**config.mk**
```make
export PLATFORM = sky130hd
export DESIGN_NAME = dbu_branch_unit
export DESIGN_NICKNAME = d
export VERILOG_FILES = /design/src/rtl/dbu_pkg.sv /design/src/rtl/dbu_cond.sv /design/src/rtl/dbu_target.sv /design/src/rtl/dbu_pcseq.sv /design/src/rtl/dbu_branch_unit.sv
export SDC_FILE = /design/constraint.sdc
export NUM_CORES = 1
export LEC_CHECK = 0
export BUFFER_PORTS_ARGS = -buffer_cell sky130_fd_sc_hd__clkbuf_2
export CAP_MARGIN = 0
export CORE_UTILIZATION = 50
export DETAILED_ROUTE_END_ITERATION = 12
export PLACE_DENSITY = 0.8
export SLEW_MARGIN = 20
export SYNTH_ARGS = -nofsm -noshare
export SYNTH_HDL_FRONTEND = slang
export SYNTH_SLANG_ARGS = --single-unit
```
**constraint.sdc**
```tcl
create_clock -name clk -period 2.65 [get_ports clk]
set_input_delay 0.53 -clock clk [delete_from_list [all_inputs] [get_ports clk]]
set_output_delay 0.53 -clock clk [all_outputs]
set_load 0.05 [all_outputs]
```
**src/rtl/dbu_pkg.sv**
```systemverilog
package dbu_pkg;
  localparam int COND_W = 4;

  typedef enum logic [COND_W-1:0] {
    CC_NEVER = 4'd0,  CC_ALWAYS = 4'd1,
    CC_EQ    = 4'd2,  CC_NE     = 4'd3,
    CC_LT    = 4'd4,  CC_GE     = 4'd5,
    CC_LE    = 4'd6,  CC_GT     = 4'd7,
    CC_LTU   = 4'd8,  CC_GEU    = 4'd9,
    CC_LEU   = 4'd10, CC_GTU    = 4'd11,
    CC_NEG   = 4'd12, CC_POS    = 4'd13,
    CC_VS    = 4'd14, CC_VC     = 4'd15
  } br_cond_e;

  typedef struct packed {
    logic n;
    logic z;
    logic v;
    logic c;
  } ccr_t;
endpackage

```
**src/rtl/dbu_cond.sv**
```systemverilog
module dbu_cond
  import dbu_pkg::*;
(
  input  logic [COND_W-1:0] code,
  input  ccr_t              flags,
  output logic              hit
);
  localparam int NBASE = 1 << (COND_W - 1);

  // Even codes select a base test, odd codes its negation
  logic [NBASE-1:0] base;
  logic             lt_s;

  assign lt_s    = flags.n ^ flags.v;
  assign base[0] = 1'b0;
  assign base[1] = flags.z;
  assign base[2] = lt_s;
  assign base[3] = flags.z | lt_s;
  assign base[4] = flags.c;
  assign base[5] = flags.c | flags.z;
  assign base[6] = flags.n;
  assign base[7] = flags.v;

  assign hit = base[code[COND_W-1:1]] ^ code[0];
endmodule

```
**src/rtl/dbu_target.sv**
```systemverilog
module dbu_target #(
  parameter int XLEN   = 32,
  parameter int DISP_W = 22
) (
  input  logic [XLEN-1:0]   br_pc,
  input  logic [DISP_W-1:0] disp,
  output logic [XLEN-1:0]   target
);
  localparam int ALIGN = 2;
  localparam int EXT_W = XLEN - DISP_W - ALIGN;

  logic [XLEN-1:0] offset;

  generate
    if (EXT_W > 0) begin : g_ext
      assign offset = {{EXT_W{disp[DISP_W-1]}}, disp, {ALIGN{1'b0}}};
    end else begin : g_trunc
      assign offset = {disp[XLEN-ALIGN-1:0], {ALIGN{1'b0}}};
    end
  endgenerate

  assign target = br_pc + offset;
endmodule

```
**src/rtl/dbu_pcseq.sv**
```systemverilog
module dbu_pcseq #(
  parameter int              XLEN     = 32,
  parameter logic [XLEN-1:0] RESET_PC = '0
) (
  input  logic            clk,
  input  logic            rst_n,
  input  logic            step,
  input  logic            br_live,
  input  logic            hit,
  input  logic            annul,
  input  logic            uncond,
  input  logic [XLEN-1:0] target,
  output logic [XLEN-1:0] pc,
  output logic [XLEN-1:0] npc,
  output logic            squash
);
  localparam logic [XLEN-1:0] STEP = XLEN'(4);

  logic            take;
  logic            kill_slot;
  logic [XLEN-1:0] seq_npc;

  assign take      = br_live & hit;
  assign kill_slot = br_live & annul & (~hit | uncond);
  assign seq_npc   = npc + STEP;

  always_ff @(posedge clk or negedge rst_n) begin
    if (!rst_n) begin
      pc     <= RESET_PC;
      npc    <= RESET_PC + STEP;
      squash <= 1'b0;
    end else if (step) begin
      pc     <= npc;
      npc    <= take ? target : seq_npc;
      squash <= kill_slot;
    end
  end

  p_pc_aligned_r10: assert property (@(posedge clk) disable iff (!rst_n)
    (pc[1:0] == 2'b00) && (npc[1:0] == 2'b00));
  p_pc_follows_r2: assert property (@(posedge clk) disable iff (!rst_n)
    step |=> pc == $past(npc));
  p_hold_r2: assert property (@(posedge clk) disable iff (!rst_n)
    !step |=> $stable(pc) && $stable(npc) && $stable(squash));
  p_seq_npc_r2: assert property (@(posedge clk) disable iff (!rst_n)
    step && !br_live |=> npc == $past(npc) + STEP);
  p_taken_tgt_r4: assert property (@(posedge clk) disable iff (!rst_n)
    step && br_live && hit |=> npc == $past(target));
  p_no_annul_r5: assert property (@(posedge clk) disable iff (!rst_n)
    step && br_live && !annul |=> !squash);
  p_annul_nt_r6: assert property (@(posedge clk) disable iff (!rst_n)
    step && br_live && annul && !hit |=> squash);
  p_annul_always_r7: assert property (@(posedge clk) disable iff (!rst_n)
    step && br_live && annul && hit |=> squash == $past(uncond));
  p_squash_once_r8: assert property (@(posedge clk) disable iff (!rst_n)
    step && squash |=> !squash);
endmodule

```
**src/rtl/dbu_branch_unit.sv**
```systemverilog
module dbu_branch_unit
  import dbu_pkg::*;
#(
  parameter int              XLEN     = 32,
  parameter int              DISP_W   = 22,
  parameter logic [XLEN-1:0] RESET_PC = '0
) (
  input  logic              clk,
  input  logic              rst_n,
  input  logic              ins_valid,
  input  logic              ins_is_br,
  input  logic [3:0]        br_cond,
  input  logic              br_annul,
  input  logic [DISP_W-1:0] br_disp,
  input  logic [3:0]        cc_flags,
  output logic [XLEN-1:0]   pc_o,
  output logic [XLEN-1:0]   npc_o,
  output logic              squash_o,
  output logic              taken_o
);
  logic            hit;
  logic            br_live;
  logic            uncond;
  logic [XLEN-1:0] target;
  ccr_t            flags;

  assign flags   = ccr_t'(cc_flags);
  assign br_live = ins_is_br & ~squash_o;
  assign uncond  = (br_cond == CC_ALWAYS);
  assign taken_o = br_live & hit;

  dbu_cond u_cond (
    .code  (br_cond),
    .flags (flags),
    .hit   (hit)
  );

  dbu_target #(.XLEN(XLEN), .DISP_W(DISP_W)) u_target (
    .br_pc  (pc_o),
    .disp   (br_disp),
    .target (target)
  );

  dbu_pcseq #(.XLEN(XLEN), .RESET_PC(RESET_PC)) u_seq (
    .clk     (clk),
    .rst_n   (rst_n),
    .step    (ins_valid),
    .br_live (br_live),
    .hit     (hit),
    .annul   (br_annul),
    .uncond  (uncond),
    .target  (target),
    .pc      (pc_o),
    .npc     (npc_o),
    .squash  (squash_o)
  );

  p_taken_live_r9: assert property (@(posedge clk) disable iff (!rst_n)
    taken_o |-> ins_is_br && !squash_o);
  p_never_r3: assert property (@(posedge clk) disable iff (!rst_n)
    (br_cond == CC_NEVER) |-> !taken_o);
endmodule

```
== Word level (Yosys, flattened, before mapping) ==
Cells that the tools add are included.

* Bitwise gates (word level): 11
* Magnitude comparators: 1
* Add/sub/neg operators: 2
* Eq/ne operators: 1
* Muxes and demuxes: 3

{| class="wikitable"
|+ Operators with widths
! kind !! count
|-
| adder 32 x 3 -> 32 bit, second input constant || 1
|-
| adder 32 bit || 1
|-
| 2-to-1 mux 32 bit || 1
|-
| bitwise AND 1 bit || 4
|-
| == test 4 x 1 -> 1 bit, second input constant || 1
|-
| less-than comparator 3 x 4 -> 1 bit, second input constant || 1
|-
| binary-select mux 1 bit (select 3 bit) || 1
|-
| bitwise OR 1 bit || 3
|-
| NOT 1 bit || 2
|-
| bitwise XOR 1 bit || 2
|-
| 2-to-1 mux 1 bit || 1
|}

* Flip-flop bits (word level): 65
* Output and inout bits: 66
* Word-level logic and storage cells: 21
* Bits of input ports: 35

== Logic depth before layout (Yosys ltp) ==
Gate-level depths: netlist of the first run.

* Depth in word-level cells: 8
* Mapped depth: 10
* Gate-level depth less buffers: 10

== Modules after synthesis ==
A second synthesis of the first run with hierarchy kept.

* Cells, all modules: 578
* Area, all modules: 5151.2 µm²

{| class="wikitable"
|+ By module, submodules not included
! module !! sequential area each (µm²) !! area each (µm²) !! instances !! cells each
|-
| dbu_pcseq || 1627.8 || 3263.1 || 1 || 326
|-
| dbu_target || 0.0 || 1764.2 || 1 || 237
|-
| dbu_cond || 0.0 || 93.8 || 1 || 12
|-
| dbu_branch_unit || 0.0 || 30.0 || 1 || 3
|}

== Worst setup path after synthesis of the first run ==
No wires, ideal clock.

* Path type: register to register
* Start point: register u_seq.pc[2]
* End point: register u_seq.npc[26]
* Data arrival time: 2.836 ns
* Setup time: 0.104 ns
* Stages on the path, launching flop included: 11
* Buffers on the path: 0
* Clock period less this slack: 2.940 ns
* Required time: 2.546 ns
* Slack: -0.290 ns
* Path through: dfrtp_1 ha_1 fa_1 a21o_1 a21oi_2 o211ai_1 a31o_2 a211oi_1 o21bai_1 xnor2_1 a221oi_1

* Word-level cells in the longest chain between the ends: 2

{| class="wikitable"
|+ RTL lines
! what !! RTL line !! RTL
|-
| start, declared || dbu_pcseq.sv:13 || <nowiki>output logic [XLEN-1:0] pc,</nowiki>
|-
| start signal, assigned || dbu_pcseq.sv:33 || <nowiki>pc <= npc;</nowiki>
|-
| adder 32 bit || dbu_target.sv:22 || <nowiki>assign target = br_pc + offset;</nowiki>
|-
| 2-to-1 mux 32 bit || dbu_pcseq.sv:34 || <nowiki>npc <= take ? target : seq_npc;</nowiki>
|-
| end signal, assigned || dbu_pcseq.sv:30 || <nowiki>npc <= RESET_PC + STEP;</nowiki>
|-
| end signal, assigned || dbu_pcseq.sv:34 ||
|-
| end, declared || dbu_pcseq.sv:14 || <nowiki>output logic [XLEN-1:0] npc,</nowiki>
|}

Every way passes these cells.
A chain may end at the register's enable or synchronous reset.

== Worst setup path after layout of the first run ==
* Start point: register u_seq.pc[2]
* End point: register u_seq.npc[16]

Same word-level chain as after synthesis.

==> results of run 1 <==
[report_power, final]
| group | internal [mW] | total (mW) | switching [mW] |
|---|---|---|---|
| logic | 1.92 | 5.40 | 3.48 |
| clock network | 0.420 | 0.813 | 0.393 |
| registers | 1.43 | 1.97 | 0.539 |
| total | 3.77 | 8.18 | 4.41 |
[sequential cells by signal, indices dropped and copies added, names as in the netlist]
signal,cells
u_seq.pc,32
u_seq.squash,1
u_seq.npc,32
[cell type report]
cell class,instances,share of cell area [%]
Tap cell,108,2.28
Clock buffer,16,3.04
Sequential cell,65,27.5
Timing Repair Buffer,154,15.7
Multi-Input combinational cell,433,50.1
Inverter,21,1.33
[cell families after synthesis]
family                   count (synthesis)  share of synthesized area, %
AO/OA/AOI/OAI                          182                          23.8
XOR/XNOR                                21                          3.92
adder cells (fa/ha/maj)                 31                          8.43
buffers and inverters                   42                          3.71
flip-flops                              65                          34.7
multiplexers                            38                          8.96
AND/OR/NAND/NOR                        161                          16.5
[repair_timing]
item / CTS / global route
pin swaps: 1 / 6
buffers inserted: 0 / 2
resized for setup: 2 / 12
endpoints found under the setup margin: 2 / 7
hold endpoints to repair: 0 / 0
[layer usage]
| layer | vias to the layer above | part of all wire (%) |
|---|---|---|
| met5 | - | 0 |
| met4 | 0 | 2.5 |
| met3 | 32 | 5.6 |
| met2 | 201 | 48 |
| met1 | 2293 | 44 |
| li1 | 2290 | - |
[worst register-to-register path, stage by stage, from the launching register on]
cell      delay [ps]
dfrtp_2          440
ha_4             170
fa_2             340
a21o_1           190
a21oi_2          130
o211ai_1         130
a31o_2           280
buf_4            150
a21oi_4          120
o21bai_1          70
a211o_1          290
a31o_2           230
[final timing paths]
kind	from	to	slack, ps	cells after the start
max	u_seq.pc[2]$_DFFE_PN0P_	u_seq.npc[16]$_DFFE_PN0P_	-7	11
min	rst_n	u_seq.npc[9]$_DFFE_PN0P_	210	1
max reg2reg	u_seq.pc[2]$_DFFE_PN0P_	u_seq.npc[16]$_DFFE_PN0P_	-7	11
min reg2reg	u_seq.pc[1]$_DFFE_PN0P_	u_seq.npc[1]$_DFFE_PN0P_	500	2
max in group asynchronous	rst_n	u_seq.pc[9]$_DFFE_PN0P_	1800	2
min in group clk	br_annul	u_seq.squash$_DFFE_PN0P_	430	3
[synth_stat cells, types with 2 or more instances]
cell type  count  area share, %
a211o_1        4           0.75
a211oi_1       3           0.48
a21o_1        12            1.9
a21oi_1       66            7.0
a21oi_2        2           0.37
a22o_1         2           0.37
a22oi_1        3           0.48
a2bb2oi_1      2           0.37
a31o_2         3           0.56
a31oi_1        9            1.2
and3_1         8            1.1
and4_1         2           0.37
buf_1          4           0.32
buf_2          6           0.64
buf_4          2           0.32
clkbuf_1       8           0.64
dfrtp_1       64             34
ha_1          30            8.0
inv_1         20            1.6
mux2_2        32            7.7
mux2i_1        6            1.3
nand2_1       61            4.9
nand2b_1       2           0.27
nand3_1       18            1.9
nand4_1        7           0.93
nor2_1        31            2.5
nor2b_1        2           0.27
nor3_1        12            1.3
nor3b_1        3           0.48
nor4_1         4           0.53
o211ai_1       5           0.80
o21a_1         2           0.32
o21ai_0       39            4.2
o21ai_1        2           0.21
o21bai_1       5           0.80
o22a_1         2           0.37
o22ai_1        6           0.80
o311ai_0       2           0.37
or3_1          2           0.27
xnor2_1       18            3.4
xor2_1         3           0.56
[per-stage QoR]
step	TNS, ps	instances	power, mW	hold slack [ps]
6_report	-6.75	797	8.18	208
5_1_grt	-324	797	8.68	249
4_1_cts	-13.3	795	8.05	226
3_5_place_dp	-975	779	7.18	497
3_3_place_gp	-528	779	7.06	479
2_1_floorplan	0	540	5.66	234
==> impl_metrics.toml, run 1 <==
[detailed_routing]
ant_nets = 0
drc = 0
drtPass1Iterations = 5
drt_wl_total_um = 13300
num_vias = 4816
drtIter0Drc = 402
wl_per_cell_um = 16.7
via_per_inst = 6.04

[global_routing]
use_met2_pct = 46.5
top_usage_layer = "met2"
grt_use_met3_pct = 4.04
grt_pass1_vias = 4521
grt_use_met1_pct = 35.4
grt-ovfl-total = 0
antenna_found_initial = 0
grt_start_max_net_pins = 73
grt_pass1_wl_um = 21400
grtUsageTotal_pct = 27.5

[worst_setup_path]
path_delay_family = "compound AO/OA/AOI/OAI gates"
cp_max_fo = 4
worstSetupPathType = "flop to flop"
worst_setup_path_end_kind = "flop"
cp_data_required_time_ps = 2890
crit_slowest_cell = "dfrtp_2"
worstSetupStartpointType = "flop"
path_buf_inv = 1
critPathArrivalTime_ps = 2890
worstPathCellList = "ha_4, fa_2, a21o_1, a21oi_2, o211ai_1, a31o_2, buf_4, a21oi_4, o21bai_1, a211o_1, a31o_2"
crit_path_max_incr_delay_ps = 440
path_common_cell = "a31o_2"

[clock_tree]
clk_latency_ps = 340
htree_levels = 3
numCtsBuffers = 9
clk_pin_slew_ps = 70
cts_tree = "done"
cts-root-buf = "clkbuf_8"
cts_buffer_depth = 2
ctsHoldBuffers = 0
cts.sinks = 65

[floorplanning]
fp.coreArea_um2 = 8890
io_pins = 101
die_h_um = 98.9
rows = 34
initial_core_util_pct = 52.8
dieArea_um2 = 9780
fp.dieW_um = 98.9

[place]
dpl-instance-area_um2 = 5670
io_buffer_count = 100
pre_cts_ws_ps = -221
place_congestion = 0.944
post-dp-hpwl_um = 9820

[sta]
hold_viol = 0
relSlewSlack_pct = 56.2
layout_setup_ws_ps = -6.75
tightest_slew_ps = 657
slew_violations = 0
rsz0062_at_grt = "yes"
fmax_mhz = 376
setup-violations-final = 1
post-route-period-util_pct = 100
fin_crit_ps = 2660
finClkSkew_ps = 7.33

[yosys]
synthesis.area_um2 = 4690
synth_nets = 606
postSynthAreaPerCell_um2 = 8.69
synth_seq_cells = 65
synth_warnings = 0
synth_edf_count = 0
seq_area_frac_synth_pct = 34.7
syn_inst = 540
async_reset_ff_share_pct = 100
synth_cell_types = 67
synthFlopType = "dfrtp_1"

[layout]
drive_above_1_share_pct = 32.1
fillers = 754
multiInputGateArea_um2 = 2970
final_area_um2 = 5920
area.growth.synth_to_final_pct = 26.2
diodes = 0
utilization_pct = 66.6
final_common_cell = "clkbuf_2"
layout_common_cells = "99 x clkbuf_2, 65 x a21oi_1, 63 x dfrtp_1, 61 x nand2_1, 52 x buf_4"
seq_area_um2 = 1630
fin_nets = 750

[outcome]
outcome = "complete, but fails checks"
violations = "setup timing"

[power]
power_density_nw_per_um2 = 1380
ir_drop_uv = 657
p_leak_nw = 2.75

[min_path]
hold_class = "primary input to asynchronous set/reset pin"

[run]
drv_cap = 0
Power figures use the tool's default switching activity.
==> inputs of run 2 (changes only) <==
ABC_AREA = 1   (was not set)
CORE_UTILIZATION = 52   (was 50)
PLACE_DENSITY = 0.81   (was 0.8)
==> run 2 against run 1 <==
Net effect: the flow now finishes without violations; sequential power shrank 14%; sequential share of layout area shrank 3.1 points; setup slack gained 430 ps; fmax grew 20%; combinational power shrank 34%; non-clock buffer count shrank 45; final cell count grew 49%; cell area grew 13%; sequential cell count is the same; routed wire length grew 39%; die area grew 19%; critical path type unchanged; critical endpoint is now u_seq.npc[24]$_DFFE_PN0P_.
==> impl_metrics.toml, run 2 <==
[sta]
setup-violations-final = 0
slew_violations = 0
relSlewSlack_pct = 58.7
post-route-period-util_pct = 83.9
fin_crit_ps = 2220
finClkSkew_ps = 13.7
fmax_mhz = 450
setup-tns-final_ps = 0
tightest_slew_ps = 619
rsz0062_at_grt = "no"
hold_viol = 0

[yosys]
yosysTopAreaCell = "dfrtp_1"
synth.top_cell.area_share_pct = 27.6
synth_nets = 1009
synth_most_common_cell = "nand2_1"
synth_warnings = 0
syn_inst = 943
synth_edf_count = 0
synthFlopType = "dfrtp_1"
synth_cell_types = 43
seq_area_frac_synth_pct = 28.1
synth_common_cells = "337 x nand2_1, 140 x inv_1, 92 x nor2_1"
postSynthAreaPerCell_um2 = 6.15
ys_top_cells_by_area = "dfrtp_1 28%, nand2_1 22%, inv_1 9.1%"
async_reset_ff_share_pct = 100
synth_seq_cells = 65
synthesis.area_um2 = 5800

[power]
switching_share_pct = 55.7
clockPowerShare_pct = 15.4
p_int_mw = 2.75
p_seq_share_pct = 27.2
p_leak_nw = 3.68
p_comb_share_pct = 57.4
ir_drop_uv = 495
p_sw_mw = 3.46
power_density_nw_per_um2 = 930

[global_routing]
grtUsageTotal_pct = 33.1
grt_start_max_net_pins = 34
antenna_found_initial = 0
grt_pass1_wl_um = 29400
grt_pass1_vias = 6072
grt-ovfl-total = 0

[clock_tree]
numCtsBuffers = 9
cts_buffer_depth = 2
cts-root-buf = "clkbuf_8"
cts_resized = 0
cts.sinks = 65
cts_tree = "done"
clk_pin_slew_ps = 90
ctsHoldBuffers = 0
post_cts_buffers = 0
clk_latency_ps = 360
htree_levels = 3

[layout]
layout_common_cells = "337 x nand2_1, 139 x inv_1, 99 x clkbuf_2, 92 x nor2_1, 69 x nand3_1"
reg_top3 = "u_seq.npc x32, u_seq.pc x32, u_seq.squash x1"
drive_above_1_share_pct = 13.9
final_common_cell = "nand2_1"
fillers = 1065
final_area_um2 = 6680
fin_nets = 1110
diodes = 0
area.growth.synth_to_final_pct = 15.0

[floorplanning]
die_h_um = 108
initial_core_util_pct = 53.5
fp.coreArea_um2 = 10800
fp.dieW_um = 108
io_pins = 101
dieArea_um2 = 11600
rows = 38

[worst_setup_path]
crit_slowest_cell = "fa_1"
cp_data_required_time_ps = 2920
r2r_slack_ps = 430
worst_setup_path_end_kind = "flop"
critPathArrivalTime_ps = 2490
worstPathCellList = "ha_1, fa_1, nand2_1, nand3_1, and2_1, nand2_1, nand2_1, nand2_1, nand3_1, nand2_1, nand3_1, a21oi_1"
cp_max_fo = 4
crit_path_max_incr_delay_ps = 460
worstSetupPathType = "flop to flop"
path_common_cell = "nand2_1"
worstSetupStartpointType = "flop"

[place]
place_congestion = 0.936
post-dp-hpwl_um = 14600
io_buffer_count = 100
dpl-instance-area_um2 = 6460

[detailed_routing]
ant_nets = 0
drtPass1Iterations = 6
drtIter0Drc = 687
wl_per_cell_um = 15.5
drc = 0
via_per_inst = 5.51
drt_wl_total_um = 18400
num_vias = 6555

[outcome]
outcome = "completed"

[run]
drv_cap = 0

[min_path]
hold_class = "primary input to asynchronous set/reset pin"
-- run 2: worst paths after layout --
| kind | from | end | cells after the start |
|---|---|---|---|
| min reg2reg | u_seq.pc[18]$_DFFE_PN0P_ | u_seq.pc[18]$_DFFE_PN0P_ | 2 |
| max | u_seq.pc[2]$_DFFE_PN0P_ | u_seq.npc[24]$_DFFE_PN0P_ | 12 |
| min in group clk | br_annul | u_seq.squash$_DFFE_PN0P_ | 3 |
| max reg2reg | u_seq.pc[2]$_DFFE_PN0P_ | u_seq.npc[24]$_DFFE_PN0P_ | 12 |
| max in group asynchronous | rst_n | u_seq.pc[3]$_DFFE_PN0P_ | 2 |
| min | rst_n | u_seq.pc[11]$_DFFE_PN0P_ | 1 |
-- run 2: metrics by stage --
step | hold slack, ps | util, % | instances | setup WS [ps] | total power [mW]
after floorplan | 234 | - | 943 | 477 | 4.21
after global placement | 493 | 59.6 | 1173 | 246 | 5.14
after detailed placement | 504 | 59.6 | 1173 | 266 | 5.19
after CTS | 146 | 61.6 | 1189 | 446 | 6.14
after global routing | 166 | 61.6 | 1189 | 298 | 6.60
final | 135 | 61.6 | 1189 | 427 | 6.21
-- run 2: cell families (layout without fill, tap and decap cells) --
| family | Yosys count | count (layout) | share of synthesized area (%) |
|---|---|---|---|
| xor gates and xnor gates | 23 | 23 | 3.47 |
| adders and majority gates | 31 | 31 | 6.81 |
| and+or+nand+nor | 565 | 565 | 41.7 |
| DFF | 65 | 65 | 28.1 |
| AOI/OAI and AO/OA | 99 | 99 | 9.14 |
| buffers and inverters | 160 | 266 | 10.8 |
-- run 2: power groups by stage --
stage | Combinational (mW) | Clock [mW] | Sequential (mW)
floorplan | 1.69 | 0 | 2.51
global placement | 3.46 | 0 | 1.68
detailed placement | 3.50 | 0 | 1.69
CTS | 3.52 | 0.954 | 1.67
global route | 3.89 | 0.994 | 1.72
finish | 3.56 | 0.959 | 1.69
-- run 2: layout make-up --
type	count	area (um^2)	share of cell area, %
Tap cell	140	175	2.62
Timing Repair Buffer	109	581	8.70
Inverter	141	532	7.97
Clock buffer	11	131	1.97
Multi-Input combinational cell	718	3550	53.2
Sequential cell	65	1630	24.4
Clock inverter	5	80.1	1.20
-- run 2: metal layers --
metal | share of wire (%) | wire length, um | global-route usage (%) | up-vias
met3 | 8.9 | 1640 | 3.81 | 49
met5 | 0 | 0 | 0 | -
li1 | - | - | - | 3179
met4 | 3.1 | 565 | 13.5 | 0
met1 | 43 | 7870 | 45.4 | 2995
met2 | 45 | 8340 | 52.8 | 332
-- run 2: critical path: cells and delay by family (launching register included) --
kind,cells,cell delay (ps)
simple gates,9,840
compound gates,1,170
flops,1,400
fa+ha+maj,2,720
==> inputs of run 3 (changes only) <==
clock period = 1.9 ns   (was 2.65 ns; I/O delays follow)
==> run 3 against run 2 <==
Net effect: the run now ends with setup timing left; die area stayed put; non-clock buffer count is 125 higher; worst hold slack better by 140 ps; fmax is 8.2% higher; final cell count is 11% higher; critical path depth is 1 lower; sequential power is 39% higher; clock skew is 5.2 ps lower; critical endpoint is now u_seq.npc[18]$_DFFE_PN0P_.
==> impl_metrics.toml, run 3 (synthesized netlist as in run 2, its figures left out) <==
[outcome]
outcome = "complete, but fails checks"
violations = "setup timing"

[sta]
hold_viol = 0
fin_crit_ps = 2060
finClkSkew_ps = 8.46
setup-tns-final_ps = -1240
layout_setup_ws_ps = -155
tightest_slew_ps = 515
setup-violations-final = 22
fmax_mhz = 487
post-route-period-util_pct = 108
relSlewSlack_pct = 65.7
rsz0062_at_grt = "yes"
slew_violations = 0
timing.hold.ws_ps = 280

[power]
switching_share_pct = 53.2
p_comb_share_pct = 65.1
power_density_nw_per_um2 = 1270
p_sw_mw = 5.84
ir_drop_uv = 827
p_int_mw = 5.14
clockPowerShare_pct = 13.5
p_seq_share_pct = 21.4
p_leak_nw = 4.44

[clock_tree]
numCtsBuffers = 9
cts-root-buf = "clkbuf_8"
cts_buffer_depth = 2
clk_pin_slew_ps = 80
htree_levels = 3
cts_tree = "done"
clk_latency_ps = 370
cts.sinks = 65

[layout]
final_common_cell = "nand2_1"
fillers = 751
fin_nets = 1235
layoutNonFillerInstCount = 1314
area.growth.synth_to_final_pct = 48.5
utilization_pct = 79.5
layout_common_cells = "286 x nand2_1, 137 x inv_1, 124 x buf_4, 98 x clkbuf_2, 67 x nor2_1"
drive_above_1_share_pct = 37.3
diodes = 0
reg_top3 = "u_seq.npc x32, u_seq.pc x32, u_seq.squash x1"

[worst_setup_path]
path_delay_family = "simple AND/OR/NAND/NOR gates"
cp_data_required_time_ps = 2160
crit_path_max_incr_delay_ps = 440
worst_setup_path_end_kind = "flop"
path_buf_inv = 0
worstSetupPathType = "flop to flop"
r2r_start = "u_seq.pc[2]$_DFFE_PN0P_"
r2r_slack_ps = -160
worstPathCellList = "ha_4, fa_2, nand2_2, nand3_2, nand3_2, nand2_4, a21oi_2, xor2_1, nand2_1, nand3_1, nand2_1"
critPathArrivalTime_ps = 2320
crit_slowest_cell = "dfrtp_2"
reg2regPathDepth = 11
worstSetupStartpointType = "flop"
r2r_end = "u_seq.npc[18]$_DFFE_PN0P_"
cp_max_fo = 4

[floorplanning]
rows = 38
dieArea_um2 = 11600
fp.coreArea_um2 = 10800
fp.dieW_um = 108
die_h_um = 108
io_pins = 101
initial_core_util_pct = 53.5

[detailed_routing]
drt_wl_total_um = 23200
drc = 0
wl_per_cell_um = 17.6
drtPass1Iterations = 7
via_per_inst = 5.69
ant_nets = 0
drtIter0Drc = 793
num_vias = 7479

[global_routing]
grtUsageTotal_pct = 37.9
grt_start_max_net_pins = 58
grt-ovfl-total = 0
antenna_found_initial = 0
grt_pass1_wl_um = 33400
grt_pass1_vias = 6804

[min_path]
hold_class = "primary input to flop"
whs_path_depth = 3
min_to = "u_seq.squash$_DFFE_PN0P_"
hp-start = "br_annul"

[place]
place_congestion = 0.960
post-dp-hpwl_um = 16100
io_buffer_count = 100
pre_cts_ws_ps = -307
dp.cells = 1283

[run]
drv_cap = 0
run 3: how the worst max path moves through the flow:
stage | start | endpoint | slack [ps] | depth (start not counted)
global placement | br_disp[21] | u_seq.npc[27]$_DFFE_PN0P_ | -240 | 11
floorplan | u_seq.npc[2]$_DFFE_PN1P_ | u_seq.npc[26]$_DFFE_PN0P_ | -60 | 11
global route | u_seq.pc[6]$_DFFE_PN0P_ | u_seq.npc[19]$_DFFE_PN0P_ | -200 | 13
CTS | u_seq.pc[2]$_DFFE_PN0P_ | u_seq.npc[18]$_DFFE_PN0P_ | -100 | 11
finish | u_seq.pc[2]$_DFFE_PN0P_ | u_seq.npc[18]$_DFFE_PN0P_ | -160 | 11
detailed placement | br_disp[0] | u_seq.npc[24]$_DFFE_PN0P_ | -310 | 13
run 3: repair_timing:
item / 4_1_cts / 5_1_grt
gates cloned: 0 / 0
setup buffers: 2 / 12
gates resized for setup: 46 / 146
hold buffers: 1 / 0
pin swaps: 15 / 56
hold endpoints to repair: 17 / 0
endpoints found under the setup margin: 21 / 26
run 3: tightest hold or removal path, stage by stage:
cell and delay, ps:
clkbuf_2 80, nand3_1 70, o22ai_1 80
run 3: cell type report:
type                    count  area [um^2]  share of cell area, %
clock inverters             5         86.3                   1.00
repair buffers            234         1590                   18.5
multi-input cells         718         4430                   51.4
inverters                 141          537                   6.23
flip-flops and latches     65         1640                   19.1
well taps                 140          175                   2.03
clock buffers              11          151                   1.76
run 3: per-stage QoR:
stage	power, mW	area, um^2
5_1_grt	11.5	8620
2_1_floorplan	5.91	5850
3_3_place_gp	8.10	7390
4_1_cts	9.93	7900
6_report	11.0	8620
3_5_place_dp	8.16	7390
run 3: metal layers:
metal	up-vias	wire length [um]	GRT usage, %
met5	-	0	0
met4	0	873	13.6
met3	101	2620	6.90
met2	502	10700	60.9
met1	3448	9030	50.9
li1	3428	-	-
run 3: power by group through the flow:
stage               logic (mW)  registers (mW)  clock network (mW)
detailed placement        5.90            2.26                   0
finish                    7.15            2.35                1.49
global route              7.60            2.37                1.54
CTS                       6.20            2.26                1.47
global placement          5.85            2.25                   0
floorplan                 2.37            3.53                   0
